[config.mk]
export PLATFORM = sky130hd
export DESIGN_NAME = pgperm_check
export DESIGN_NICKNAME = d
export VERILOG_FILES = /design/src/rtl/pgperm_check.sv
export SDC_FILE = /design/constraint.sdc
export NUM_CORES = 1
export LEC_CHECK = 0
export ABC_AREA = 0
export BUFFER_PORTS_ARGS = -buffer_cell sky130_fd_sc_hd__buf_2
export CAP_MARGIN = 5
export CELL_PAD_IN_SITES_DETAIL_PLACEMENT = 0
export CELL_PAD_IN_SITES_GLOBAL_PLACEMENT = 1
export CORE_UTILIZATION = 21
export DETAILED_ROUTE_END_ITERATION = 8
export PLACE_DENSITY_LB_ADDON = 0.1
export SYNTH_ARGS = -nofsm -noshare
export SYNTH_HDL_FRONTEND = slang
export SYNTH_SLANG_ARGS = --single-unit
[constraint.sdc]
create_clock -name clk -period 1.29 [get_ports clk]
set_input_delay 0.129 -clock clk [delete_from_list [all_inputs] [get_ports clk]]
set_output_delay 0.129 -clock clk [all_outputs]
set_load 0.05 [all_outputs]
[src/rtl/pgperm_check.sv]
module pgperm_check #(
  parameter int ERR_W = 5
) (
  input  logic             clk,
  input  logic             rst_n,
  input  logic             req_valid,
  input  logic [1:0]       acc_type,
  input  logic [1:0]       mode_idx,
  input  logic             leaf_user,
  input  logic             leaf_rw,
  input  logic             leaf_nx,
  input  logic             dir_user,
  input  logic             dir_rw,
  input  logic             two_level,
  input  logic             wp_en,
  input  logic             xprev_en,
  input  logic             aprev_en,
  input  logic             pae_en,
  input  logic             nxe_en,
  output logic             rsp_valid,
  output logic             rsp_fault,
  output logic [ERR_W-1:0] rsp_err
);
  localparam logic [1:0] ACC_WRITE = 2'd1;
  localparam logic [1:0] ACC_FETCH = 2'd2;
  localparam logic [1:0] MODE_USER = 2'd1;
  localparam logic [1:0] MODE_OVR  = 2'd2;

  logic eff_user, eff_rw, is_write, is_fetch, in_user, in_ovr, in_krn;
  logic f_nx, f_user, f_aprev, f_xprev, f_wp, fault, ifetch_bit;
  logic [ERR_W-1:0] err;

  assign eff_user = two_level ? (leaf_user & dir_user) : leaf_user;
  assign eff_rw   = two_level ? (leaf_rw & dir_rw) : leaf_rw;
  assign is_write = (acc_type == ACC_WRITE);
  assign is_fetch = (acc_type == ACC_FETCH);
  assign in_user  = (mode_idx == MODE_USER);
  assign in_ovr   = (mode_idx == MODE_OVR);
  assign in_krn   = !in_user && !in_ovr;

  assign f_nx    = is_fetch & leaf_nx;
  assign f_user  = in_user & (!eff_user | (is_write & !eff_rw));
  assign f_aprev = in_krn & !is_fetch & aprev_en & eff_user;
  assign f_xprev = !in_user & is_fetch & xprev_en & eff_user;
  assign f_wp    = !in_user & wp_en & is_write & !eff_rw;
  assign fault   = f_nx | f_user | f_aprev | f_xprev | f_wp;

  assign ifetch_bit = is_fetch & ((nxe_en & pae_en) | xprev_en);

  always_comb begin
    err = '0;
    if (fault) begin
      err[0] = 1'b1;
      err[1] = is_write;
      err[2] = in_user;
      err[4] = ifetch_bit;
    end
  end

  always_ff @(posedge clk) begin
    if (!rst_n) begin
      rsp_valid <= 1'b0;
      rsp_fault <= 1'b0;
      rsp_err   <= '0;
    end else begin
      rsp_valid <= req_valid;
      rsp_fault <= req_valid & fault;
      rsp_err   <= req_valid ? err : '0;
    end
  end
endmodule

==> results.sh, run 1 <==
export IMPL_status="finished, final reports clean"
export IMPL_crit_path_start_kind="input pin"
export IMPL_hold_buffers=0
export IMPL_ir_drop_mv=0.320
export IMPL_via_per_inst=4.39
export IMPL_synth_edf_count=0
export IMPL_synthTopCellsByCount="dfxtp_1, inv_1, a21oi_1, a2111oi_2, nor2_1"
export IMPL_net_switching_power_w=0.000135
export IMPL_hp_class="in -> reg"
export IMPL_routabilityCongestion=0.699
export IMPL_dp_hpwl_um=573
export IMPL_drt_total_wl_um=656
export IMPL_gr_total_overflow=0
export IMPL_cp_arrival_ns=1.28
export IMPL_layout_drive_gt1_share_pct=61.0
export IMPL_track_usage_pct=9.99
export IMPL_switching_share_pct=27.9
export IMPL_cts_tree="built"
export IMPL_p_per_area_mw_per_mm2=1020
export IMPL_endpoint_kind="register"
export IMPL_first_iter_violations=2
export IMPL_crit_path_end="rsp_err[4]$_SDFF_PN0_"
export IMPL_port_buffers=23
export IMPL_leakage_nw=0.247
export IMPL_route_detailed_wl_per_inst_um=8.86
export IMPL_syn_cell_area_sq_um=302
export IMPL_h_tree_depth=1
export IMPL_seqPwrFrac_pct=40.1
export IMPL_num_io_pins=25
export IMPL_nNetsFinal=80
export IMPL_nFillCells=150
export IMPL_dieArea_sq_mm=0.00159
export IMPL_clock_root_buffer="clkbuf_4"
export IMPL_diodes=0
export IMPL_clk_pin_slew_ns=0.04
export IMPL_fin_ws_ns=0.141
export IMPL_core_sq_mm=0.00132
export IMPL_preCtsSetupSlack_ns=-0.0994
export IMPL_setup_worst_path_start="mode_idx[0]"
export IMPL_yosys_register_bits=6
export IMPL_fmaxAchievable_mhz=870
export IMPL_synthCells=31
export IMPL_cp_required_ns=1.42
export IMPL_yosysSeqAreaShare_pct=39.8
export IMPL_yosys_area_top_type="dfxtp_1"
export IMPL_cp_max_fo=4
export IMPL_ant_nets=0
export IMPL_drc=0
export IMPL_setup_violations_final=0
export IMPL_synth_cell_types=19
export IMPL_synth_warnings=0
export IMPL_hold_viol_final=0
export IMPL_slew_viol_final=0
export IMPL_cts_buffer_depth=2
export IMPL_die_y_um=39.9
export IMPL_clkSinkCount=6
export IMPL_netlist_area_leader_share_pct=39.8
export IMPL_grt_max_degree=7
export IMPL_numCtsBuffers=3
export IMPL_row_count=13
export IMPL_postCtsSetupBuffers=0
export IMPL_p_comb_share_pct=25.4
export IMPL_pwr_share_clk_pct=34.6
export IMPL_post_cts_resized=0
export IMPL_period_needed_ns=1.15
export IMPL_async_reset_ff_share_pct=0
export IMPL_rsz0062_at_grt="no"
export IMPL_grt_pass1_vias=268
export IMPL_area_growth_pct=56.8
export IMPL_yosysMostFrequentCell="dfxtp_1"
export IMPL_critPathKind="in -> reg"
export IMPL_grt_pass1_wl_um=959
export IMPL_vias=325
export IMPL_p_int_w=0.000349
export IMPL_synth_nets=50
export IMPL_dieWidth_um=39.9
export IMPL_period_share_pct=89.1
export IMPL_cap_violations=0
export IMPL_final_core_util_pct=35.9
export IMPL_avgSynthCellArea_sq_um=9.73
export IMPL_dr_pass1_iters=3
export IMPL_ys_flop_type="dfxtp_1"
export IMPL_initial_utilization_pct=22.9
export IMPL_antenna_found_initial=0
export IMPL_synthTopCellsByArea="dfxtp_1, a2111oi_2, mux2i_4"
cells in the final DEF (no fill, tap or decap), drive strengths merged, types with 2 or more instances in the layout:
master	netlist	final
a2111oi	2	2
buf	1	26
inv	5	5
a21oi	3	3
clkbuf	0	3
nor2	2	2
dfxtp	6	6
o21ai	2	2
state kept, by name (all words and copies together) (netlist names):
register	count
rsp_valid	1
rsp_fault	1
rsp_err	4
per-layer routing:
layer	wire length [um]	track usage, %	vias to the layer above
met2	347	16.1	16
li1	-	-	167
met3	46	1.70	2
met5	0	0	-
met4	12	12.9	0
met1	248	9.30	140
cell type report:
class	count	area [sq um]	share of cell area [%]
inverters	5	18.8	3.97
multi-input cells	19	155	32.8
well taps	15	18.8	3.97
flip-flops and latches	6	120	25.4
clock buffers	3	22.5	4.76
repair buffers	26	138	29.1
worst max-delay path: stages:
cell       delay (ns)
buf_2            0.10
ha_1             0.21
nor4bb_1         0.28
a31o_2           0.17
mux2i_4          0.08
a2111oi_2        0.31
cell families after synthesis:
kind of cell	Yosys count	synth area share, %
compound gates	10	27.0
flops	6	39.8
simple gates	6	11.6
buf+inv	6	8.71
mux	1	7.47
other cells	1	1.24
fa+ha+maj	1	4.15
power by group through the flow:
stage / Combinational, W / Sequential (W) / Clock [W]
after floorplan: 0.0000522 / 0.000221 / 0
after global placement: 0.000123 / 0.000197 / 0
after detailed placement: 0.000124 / 0.000197 / 0
after CTS: 0.000124 / 0.000194 / 0.000178
after global routing: 0.000135 / 0.000195 / 0.000185
final: 0.000123 / 0.000194 / 0.000167
per-stage QoR:
stage	cells	hold slack, ns	power [W]	setup TNS, ns	instance area (sq um)
after floorplan	31	0.205	0.000274	0	302
after global placement	71	0.366	0.000320	-0.139	450
after detailed placement	71	0.372	0.000321	-0.148	450
after CTS	74	0.114	0.000496	0	473
after global routing	74	0.135	0.000514	0	473
final	74	0.120	0.000484	0	473
how the worst min path moves through the flow:
stage / start / cells after the start / to
2_1_floorplan: acc_type[1] / 1 / rsp_err[1]$_SDFF_PN0_
3_3_place_gp: acc_type[1] / 2 / rsp_err[1]$_SDFF_PN0_
3_5_place_dp: acc_type[1] / 2 / rsp_err[1]$_SDFF_PN0_
4_1_cts: acc_type[1] / 2 / rsp_err[1]$_SDFF_PN0_
5_1_grt: acc_type[1] / 2 / rsp_err[1]$_SDFF_PN0_
6_report: acc_type[1] / 2 / rsp_err[1]$_SDFF_PN0_
No activity file was read; power rests on OpenSTA's default activity.
==> run 2: changes to the inputs <==
CELL_PAD_IN_SITES_DETAIL_PLACEMENT = 1   (was 0)
==> run 2 against run 1 <==
Net effect:
- worst hold slack got worse by 0.0047 ns
- first-iteration DRC count stayed put
- routed wire length increased by 16%
- highest routed layer unchanged
- global-route usage up 2.1 points
- clock-buffer cell count did not move
- cell area unchanged
==> results.sh, run 2 (same netlist as run 1, synthesis figures left out) <==
export IMPL_status="finished, final reports clean"
export IMPL_numCtsBuffers=3
export IMPL_placed_cell_area_sq_um=450
export IMPL_top_register="rsp_err"
export IMPL_route_detailed_wl_per_inst_um=10.2
export IMPL_cap_violations=0
export IMPL_p_total_w=0.000486
export IMPL_die_y_um=39.9
export IMPL_cp_max_fo=4
export IMPL_dieWidth_um=39.9
export IMPL_grt_pass1_vias=268
export IMPL_nFillCells=171
export IMPL_cts_buffer_depth=2
export IMPL_postCtsSetupBuffers=0
export IMPL_grt_pass1_wl_um=1100
export IMPL_port_buffers=23
export IMPL_endpoint_kind="register"
export IMPL_ant_nets=0
export IMPL_clkSinkCount=6
export IMPL_h_tree_depth=1
export IMPL_area_growth_pct=56.8
export IMPL_routabilityCongestion=0.699
export IMPL_cp_arrival_ns=1.26
export IMPL_setup_worst_path_start="mode_idx[0]"
export IMPL_dieArea_sq_mm=0.00159
export IMPL_cts_tree="built"
export IMPL_core_sq_mm=0.00132
export IMPL_dp_hpwl_um=671
export IMPL_diodes=0
export IMPL_antenna_found_initial=0
export IMPL_leakage_nw=0.247
export IMPL_track_usage_pct=12.1
export IMPL_clock_root_buffer="clkbuf_4"
export IMPL_period_needed_ns=1.13
export IMPL_path_buf_inv=1
export IMPL_drt_total_wl_um=758
export IMPL_initial_utilization_pct=22.9
export IMPL_hold_buffers=0
export IMPL_row_count=13
export IMPL_num_io_pins=25
export IMPL_layout_drive_gt1_share_pct=61.0
export IMPL_slew_viol_final=0
export IMPL_clk_pin_slew_ns=0.04
export IMPL_dr_pass1_iters=2
export IMPL_final_common_cell="buf_2"
export IMPL_period_share_pct=87.2
export IMPL_max_stage_delay_ns=0.30
export IMPL_grt_max_degree=7
export IMPL_drc=0
export IMPL_top_regs="rsp_err (4), rsp_fault (1), rsp_valid (1)"
export IMPL_cp_required_ns=1.42
export IMPL_crit_path_start_kind="input pin"
export IMPL_hp_start="acc_type[1]"
export IMPL_nNetsFinal=80
export IMPL_first_iter_violations=2
export IMPL_via_per_inst=4.32
export IMPL_mostFrequentLayoutCells="buf_2, dfxtp_1, inv_1"
export IMPL_cp_slowest_cell="a2111oi_2"
export IMPL_gr_total_overflow=0
export IMPL_p_per_area_mw_per_mm2=1030
export IMPL_crit_chain="buf_2, ha_1, nor4bb_1, a31o_2, mux2i_4, a2111oi_2"
export IMPL_vias=320
export IMPL_critPathKind="in -> reg"
export IMPL_fmaxAchievable_mhz=889
export IMPL_largest_register_ffs=4
export IMPL_post_cts_resized=0
export IMPL_setup_violations_final=0
export IMPL_ir_drop_mv=0.228
export IMPL_rsz0062_at_grt="no"
export IMPL_final_area_sq_um=473
export IMPL_hold_viol_final=0
export IMPL_crit_family="compound AO/OA/AOI/OAI gates"
export IMPL_hp_class="in -> reg"
## run 2: cell counts in the layout (fill, tap and decap cells not counted)
Identical to the previous run, type by type.
## run 2: final timing paths
kind	end	slack, ns	cells after the start
hold / removal	rsp_err[1]$_SDFF_PN0_	0.12	2
setup / recovery	rsp_err[4]$_SDFF_PN0_	0.16	6
## run 2: per-layer routing
layer | routed length, um | GRT usage, % | share of wire, %
met3 | 58 | 3.98 | 7.7
met1 | 283 | 10.7 | 37
met2 | 374 | 17.7 | 49
met5 | 0 | 0 | 0
met4 | 42 | 18.1 | 5.5
## run 2: cell type report
| class | count | area [sq um] | share of cell area [%] |
|---|---|---|---|
| Clock buffer | 3 | 22.5 | 4.76 |
| Sequential cell | 6 | 120 | 25.4 |
| Timing Repair Buffer | 26 | 138 | 29.1 |
| Tap cell | 15 | 18.8 | 3.97 |
| Multi-Input combinational cell | 19 | 155 | 32.8 |
| Inverter | 5 | 18.8 | 3.97 |
## run 2: power breakdown
| part | switching [W] | leakage [nW] | internal (W) | total (W) |
|---|---|---|---|---|
| sequential | 0.00000123 | 0.0490 | 0.000193 | 0.000194 |
| combinational | 0.0000729 | 0.185 | 0.0000515 | 0.000124 |
| clock | 0.0000627 | 0.0138 | 0.000105 | 0.000168 |
## run 2: metrics by stage
| stage | worst slack, ns | std cells | utilization [%] | setup TNS (ns) | hold slack [ns] |
|---|---|---|---|---|---|
| 3_3_place_gp | -0.0953 | 71 | 34.2 | -0.139 | 0.366 |
| 3_5_place_dp | -0.109 | 71 | 34.2 | -0.253 | 0.368 |
| 5_1_grt | 0.0642 | 74 | 35.9 | 0 | 0.115 |
| 2_1_floorplan | 0.0468 | 31 | - | 0 | 0.205 |
| 6_report | 0.165 | 74 | 35.9 | 0 | 0.116 |
| 4_1_cts | 0.145 | 74 | 35.9 | 0 | 0.106 |
